## config.mk

```make
export PLATFORM = sky130hd
export DESIGN_NAME = raster_timing_gen
export DESIGN_NICKNAME = d
export VERILOG_FILES = /design/src/rtl/raster_timing_gen.sv
export SDC_FILE = /design/constraint.sdc
export NUM_CORES = 1
export LEC_CHECK = 0
export ABC_AREA = 1
export BUFFER_PORTS_ARGS = -buffer_cell sky130_fd_sc_hd__buf_2
export CAP_MARGIN = 20
export CELL_PAD_IN_SITES_DETAIL_PLACEMENT = 2
export CELL_PAD_IN_SITES_GLOBAL_PLACEMENT = 2
export CORE_AREA = 2 2 326 328
export CTS_CLUSTER_SIZE = 25
export DETAILED_ROUTE_END_ITERATION = 6
export DIE_AREA = 0 0 328 330
export GPL_TIMING_DRIVEN = 0
export PLACE_DENSITY_LB_ADDON = 0.2
export SLEW_MARGIN = 0
export SYNTH_ARGS = -nofsm -noshare
export SYNTH_HDL_FRONTEND = slang
export SYNTH_SLANG_ARGS = --single-unit
```

## constraint.sdc

```tcl
create_clock -name clk -period 13.2 [get_ports clk]
set_input_delay 0.66 -clock clk [delete_from_list [all_inputs] [get_ports clk]]
set_output_delay 0.66 -clock clk [all_outputs]
set_load 0.01 [all_outputs]
```

## src/rtl/raster_timing_gen.sv

```systemverilog
module raster_timing_gen #(
  parameter logic [31:0] UNLOCK_KEY = 32'h5A3C_9E17
) (
  input  logic        clk,
  input  logic        rst_n,
  input  logic        bus_wr,
  input  logic [3:0]  bus_addr,
  input  logic [31:0] bus_wdata,
  output logic [31:0] bus_rdata,
  output logic [15:0] h_count,
  output logic [15:0] v_count,
  output logic        de_o,
  output logic        blank_o,
  output logic        hsync_o,
  output logic        vsync_o,
  output logic        pnl_hsync_o,
  output logic        pnl_vsync_o
);
  localparam int NWIN = 8;
  localparam logic [3:0] A_KEY = 4'd0, A_CTRL = 4'd1, A_WIN0 = 4'd2;
  localparam int W_HTOT = 0, W_HBLK = 1, W_HSYN = 2, W_PNLH = 3;
  localparam int W_VTOT = 4, W_VBLK = 5, W_VSYN = 6, W_PNLV = 7;

  logic        open_q;
  logic [4:0]  ctrl_q;
  logic [31:0] win_q [NWIN];
  logic [31:0] win_s [NWIN];
  logic [15:0] hcnt, vcnt;

  wire run      = ctrl_q[0];
  wire blank_en = ctrl_q[1];
  wire hs_en    = ctrl_q[2];
  wire vs_en    = ctrl_q[3];
  wire pnl_en   = ctrl_q[4];

  wire win_hit  = bus_addr >= A_WIN0 && bus_addr < A_WIN0 + 4'(NWIN);
  wire [2:0] win_idx = 3'(bus_addr - A_WIN0);

  always_ff @(posedge clk) begin
    if (!rst_n) begin
      open_q <= 1'b0;
      ctrl_q <= '0;
      for (int i = 0; i < NWIN; i++) win_q[i] <= '0;
    end else if (bus_wr) begin
      if (bus_addr == A_KEY) begin
        if (bus_wdata == UNLOCK_KEY) open_q <= 1'b1;
        else if (bus_wdata == '0)    open_q <= 1'b0;
      end else if (open_q) begin
        if (bus_addr == A_CTRL) ctrl_q <= bus_wdata[4:0];
        else if (win_hit)       win_q[win_idx] <= bus_wdata;
      end
    end
  end

  wire line_end  = hcnt == win_s[W_HTOT][31:16];
  wire frame_end = line_end && vcnt == win_s[W_VTOT][31:16];

  always_ff @(posedge clk) begin
    if (!rst_n) begin
      hcnt <= '0;
      vcnt <= '0;
      for (int i = 0; i < NWIN; i++) win_s[i] <= '0;
    end else if (!run) begin
      hcnt <= '0;
      vcnt <= '0;
      for (int i = 0; i < NWIN; i++) win_s[i] <= win_q[i];
    end else if (line_end) begin
      hcnt <= '0;
      if (frame_end) begin
        vcnt <= '0;
        for (int i = 0; i < NWIN; i++) win_s[i] <= win_q[i];
      end else begin
        vcnt <= vcnt + 16'd1;
      end
    end else begin
      hcnt <= hcnt + 16'd1;
    end
  end

  function automatic logic inside_win(input logic [15:0] c, input logic [31:0] w);
    return (c > w[15:0]) && (c <= w[31:16]);
  endfunction

  always_comb begin
    bus_rdata = '0;
    if (bus_addr == A_KEY)       bus_rdata = {31'd0, open_q};
    else if (bus_addr == A_CTRL) bus_rdata = {27'd0, ctrl_q};
    else if (win_hit)            bus_rdata = win_q[win_idx];
  end

  assign h_count     = hcnt;
  assign v_count     = vcnt;
  assign de_o        = run && hcnt <= win_s[W_HTOT][15:0] && vcnt <= win_s[W_VTOT][15:0];
  assign blank_o     = !run || (blank_en && (inside_win(hcnt, win_s[W_HBLK]) ||
                                             inside_win(vcnt, win_s[W_VBLK])));
  assign hsync_o     = run && hs_en  && inside_win(hcnt, win_s[W_HSYN]);
  assign vsync_o     = run && vs_en  && inside_win(vcnt, win_s[W_VSYN]);
  assign pnl_hsync_o = run && pnl_en && inside_win(hcnt, win_s[W_PNLH]);
  assign pnl_vsync_o = run && pnl_en && inside_win(vcnt, win_s[W_PNLV]);

  AST_LOCKED_WRITE_DROPPED: assert property (@(posedge clk) disable iff (!rst_n)
    (bus_wr && !open_q && bus_addr == A_WIN0) |=> $stable(win_q[W_HTOT]));
  AST_HCNT_BOUND: assert property (@(posedge clk) disable iff (!rst_n)
    run |-> hcnt <= win_s[W_HTOT][31:16]);
  AST_VCNT_STEP: assert property (@(posedge clk) disable iff (!rst_n)
    (run && line_end && !frame_end) |=> vcnt == $past(vcnt) + 16'd1);
  AST_DE_NEEDS_RUN: assert property (@(posedge clk) disable iff (!rst_n)
    de_o |-> run);
  AST_HSYNC_GATED: assert property (@(posedge clk) disable iff (!rst_n)
    !hs_en |-> !hsync_o);
  AST_PANEL_GATED: assert property (@(posedge clk) disable iff (!rst_n)
    !pnl_en |-> !(pnl_hsync_o || pnl_vsync_o));
  AST_SHADOW_HELD: assert property (@(posedge clk) disable iff (!rst_n)
    (run && !frame_end) |=> $stable(win_s[W_HTOT]));
  AST_IDLE_COUNTERS: assert property (@(posedge clk) disable iff (!rst_n)
    !run |=> (hcnt == 16'd0 && vcnt == 16'd0));
endmodule

```

* After elaboration in Yosys (flattened, before gate mapping) *
Memories as Yosys holds them, arrays and structs flattened.
Cells that the tools add are included.

storage, ports and cells
  memories = 2
  register bits = 38
  output and inout port bits = 70
  RAM bits = 512
  word-level logic and storage cells = 118

operators by class
  muxes and demuxes = 41
  bitwise operators = 19
  reduce and logical (&&, ||, !) cells = 29
  $add $sub $neg = 3
  $lt $le $gt $ge = 16
  equality and inequality tests = 4

memories
  name   words  width  read ports  clocked after Yosys merged registers in  wr ports  RTL line  source
  win_q  8      32     9           0                                        8         26        logic [31:0] win_q [NWIN];
  win_s  8      32     8           0                                        8         27        logic [31:0] win_s [NWIN];

operators with widths
  operator                                                                number
  32-bit 2-to-1 mux                                                       20
  16-bit <= comparator                                                    8
  16-bit > comparator                                                     6
  16-bit by 1-bit adder with 16-bit output (second input constant)        2
  16-bit == test                                                          2
  32-bit by 31-bit == test with 1-bit output (second input constant)      1
  32-bit logical NOT                                                      1
  32-bit OR reduction                                                     1
  1-bit 2-to-1 mux                                                        19
  1-bit logical AND                                                       18
  16-bit 2-to-1 mux                                                       1
  1-bit OR                                                                16
  4-bit by 1-bit == test with 1-bit output (second input constant)        1
  4-bit by 2-bit >= comparator with 1-bit output (second input constant)  1
  4-bit logical NOT                                                       1
  4-bit less-than comparator (second input constant)                      1
  4-bit AND reduction                                                     1
  3-bit 2-to-1 mux                                                        1
  1-bit NOT                                                               3
  3-bit AND reduction                                                     1
  3-bit OR reduction                                                      1
  3-bit by 2-bit subtractor with 3-bit output (second input constant)     1
  1-bit logical OR                                                        2
  2-bit AND reduction                                                     1
  other kinds (2)                                                         2

* Longest topological paths before layout *
  depth after elaboration = 11
  mapped depth = 16

* Worst setup path before layout *
OpenSTA, ideal clock, no wires.

  path kind = input-to-reg
  from = input port rst_n
  to = memory win_s[3][4], in the netlist win_s[0][100] (enable)
  arrival time = 3.672 ns
  data required time = 12.056 ns
  slack = 8.385 ns
  cell stages on the path = 4
  cell sequence = clkbuf_1 -> clkbuf_1 -> clkbuf_1 -> nand3_1

RTL lines
  what         RTL line  source
  from (decl)  5         input logic rst_n,
  to (decl)    27

* Worst setup path in the final report *
  from = input port bus_addr[1]
  to = output port bus_rdata[22]

between the ends
  cells in the longest elaborated chain, start to end = 5
  elaborated cells on any way between the ends = 10
  classes of those cells = 1 x add/sub; 2 x order compare; 1 x eq/ne; 3 x mux; 2 x reduce/logical; 1 x memory

RTL lines
  what                                                                 RTL line  source
  from (decl)                                                          7         input logic [3:0] bus_addr,
  3-bit by 2-bit subtractor with 3-bit output (tied with other cells)  37        wire [2:0] win_idx = 3'(bus_addr - A_WIN0);
  memory 8 x 32 bit or 1-bit logical AND (tied branches)               n/a
  32-bit 2-to-1 mux                                                    88        else if (win_hit) bus_rdata = win_q[win_idx];
  32-bit 2-to-1 mux                                                    87        else if (bus_addr == A_CTRL) bus_rdata = {27'd0, ctrl_q};
  32-bit 2-to-1 mux *                                                  86        if (bus_addr == A_KEY) bus_rdata = {31'd0, open_q};
  to (decl)                                                            9         output logic [31:0] bus_rdata,

Mark *: on every way between the ends. The rest lies on a longest branch, timed or not.

==> impl_results.md <==
- GR Util All Layers: a little over a fifth
- Tcrit/Tclk final: 42.1%
- CP endpoint: bus_rdata[22]
- Max-slew violations: 0
- Overflow after GRT: 0
- Synth area leaders: edfxtp_1 (53%), ha_1 (9.9%), inv_1 (7.3%)
- Worst Tran Pin Value: about 1.1 ns
- Fill cells: 11564
- Die height: 330 um
- CP top delay family: buffers and inverters
- First-pass GRT wire length: 164000 um
- Detailed placer's ending HPWL: 87300 um
- Top-count cell post-synth: inv_1
- Minimum clock period after layout: 5.56 ns
- HP Start: rst_n
- Synthesized area: 29100 sq um
- CP cell instances: buf_2, inv_1, clkbuf_1, buf_1, ha_1, clkbuf_1, clkbuf_1, a31oi_1, nor3_1, buf_2
- Routed len/inst: around 24 um
- Die area: 108000 sq um
- # H-tree levels: 3
- CTS tree: done
- Critical Path AT: 4.90 ns
- Routability Congestion: 0.844
- Final hold vios: 0
- Chip width: around 330 um
- Post-CTS setup buffers: 0
- Post-synthesis cell type count: 43
- Worst EP required: 12.54 ns
- Critical-path top delay cell: clkbuf_1
- Iteration-0 DRC Markers: approximately 1400
- Post-synth top area share: a little over half
- Yosys reg bits: between 500 and 600
- Crit path capture type: output port
- Worst Hold Class: in -> reg
- Syn nets: 3332
- Final WL: 114000 um
- Crit-path max FO: 11
- Final Net Count: 3526
- Drc violations: 0
- CP Launch Type: primary input
- Prevailing post-synth register cell: edfxtp_1
- Synth top cells by count: inv_1 (568), nor2_1 (542), edfxtp_1 (512)
- Ys Warns: 0
- FMAX: 180 MHz
- Area leader, netlist: edfxtp_1
- Critical path type: in -> out
- 1st-pass router iterations: 7
- Share of cells above drive strength 1: 10.3%
- Pwr Total: 4.22 mW
- Clk_skew: about 0.031 ns
- Row Count: approximately 120
- Synth-to-layout area growth: 16.7%
- Critical path depth: 10
- FF-to-FF path depth: 10
- Reg clk slew, reported paths: 0.05 ns
- Resize count post-CTS: 0
- RSZ-0062 raised after global routing: false
- I/O pin count: 109
- Post-synth EDFFs: 512
- Vias: 22620
- Run status: finished clean
- Starting Density: 27.8%
- Async SR Flop Fraction: 0%
- PortBufs: 107
- Peak VDD IR: 0.0689 mV
- Crit path buffers/inverters: 7
- Routed Antenna Nets: 0
- CTS Root Buffer Type: clkbuf_16
- Cells after Synth: 3063
- Vias per inst: between 4 and 5
- Initial antenna violation count: 6
- Max stage delay on crit path: 0.81 ns
- Vias in the first global route: approximately 25000
- Pwr Density: about 120 nW/um^2
- Max cap viols: 0
- FF-to-FF Start: h_count[14]
- Total CTS buffers: slightly above 70
- Setup slack, reg-to-reg: 9.15 ns
- Final core occ: 32.4%
- CTS Hold Buffers Added: 0
- Seq/Total Area, Yosys: 55.5%
- Worst skew pair latency: 0.63 ns
- Worst path most repeated cell: clkbuf_1
- RR Endpoint: win_s[0][152]
- Worst Setup SP: bus_addr[1]
- Largest buffer count on any clock path: 3
- P_leak: 14.9 nW
- Relative slew slack: 29.2%
- Pin count of the biggest net entering global routing: 59
- Final setup viols: 0
- Area of the core: 105000 sq um
- # clock sinks: between 500 and 600
- Setup_tns: 0 ns
- Syn avg cell area: 9.50 sq um
==> per-layer routing <==
metal  vias to the layer above  GRT usage [%]  wire (um)
met4                         0           7.17       3770
met5                         -              0          0
met3                       173           4.01       6480
met2                       548           34.5      52900
li1                      10437              -          -
met1                     11462           27.7      50500
==> flip-flops by register name, summed over array words and instances, names as in the netlist <==
signal   flops
open_q       1
win_q      256
win_s      256
ctrl_q       5
v_count     16
h_count     16
==> where the power goes <==
group	total (mW)	switching, mW	internal, mW
clock network	1.91	0.780	1.13
registers	1.98	0.0268	1.95
logic	0.336	0.246	0.0900
==> final cells by class <==
cell class	instances	area (sq um)	share of cell area, %
Multi-Input combinational cell	1812	10200	30.1
Timing Repair Buffer	121	811	2.39
Antenna cell	4	10.0	0.0295
Inverter	594	2230	6.57
Clock inverter	26	208	0.612
Buffer	107	566	1.67
Tap cell	1391	1740	5.13
Sequential cell	550	16100	47.5
Clock buffer	100	2030	5.98
==> worst reg2reg max path, delay by kind of cell (launching register included) <==
family / cells / cell delay, ns
AND/OR/NAND/NOR: 7 / 1.95
buffers and inverters: 3 / 0.89
flip-flops: 1 / 0.83
==> metrics by stage <==
step / cell area (sq um) / hold WS [ns] / setup slack (ns) / std cells
floorplan: 29100 / 0.443 / 8.38 / 3063
global placement: 31400 / 0.452 / 5.30 / 4561
detailed placement: 31700 / 0.479 / 7.86 / 4573
CTS: 33900 / 0.382 / 7.85 / 4699
global route: 33900 / 0.431 / 7.55 / 4701
finish: 33900 / 0.447 / 7.64 / 4705
==> layout by cell type, fill, tap and decap left out, drive strengths merged, types with 19 or more instances in the layout <==
master / count
a21oi: 203
a31oi: 55
buf: 172
clkbuf: 156
clkinv: 42
dfxtp: 38
edfxtp: 512
ha: 230
inv: 574
nand2: 369
nand3: 67
nand4: 35
nor2: 543
nor3: 37
o21ai: 119
or2: 59
xnor2: 21
xor2: 19
==> worst min path at each step <==
| stage | endpoint | slack, ns | cells after the start |
|---|---|---|---|
| after global placement | open_q | 0.45 | 2 |
| after CTS | open_q | 0.38 | 3 |
| after global routing | open_q | 0.43 | 3 |
| final | open_q | 0.45 | 3 |
| after detailed placement | open_q | 0.48 | 2 |
| after floorplan | open_q | 0.44 | 2 |
==> kinds of logic (layout without fill, tap and decap cells) <==
group	Yosys count	count (layout)	share of synthesized area [%]
buffers and inverters	701	948	9.61
adders and majority gates	230	230	9.89
xor gates and xnor gates	40	40	1.20
AOI/OAI and AO/OA	406	406	7.52
other	0	4	0
and+or+nand+nor	1136	1136	16.3
DFF	550	550	55.5
No activity file was read; power rests on OpenSTA's default activity.
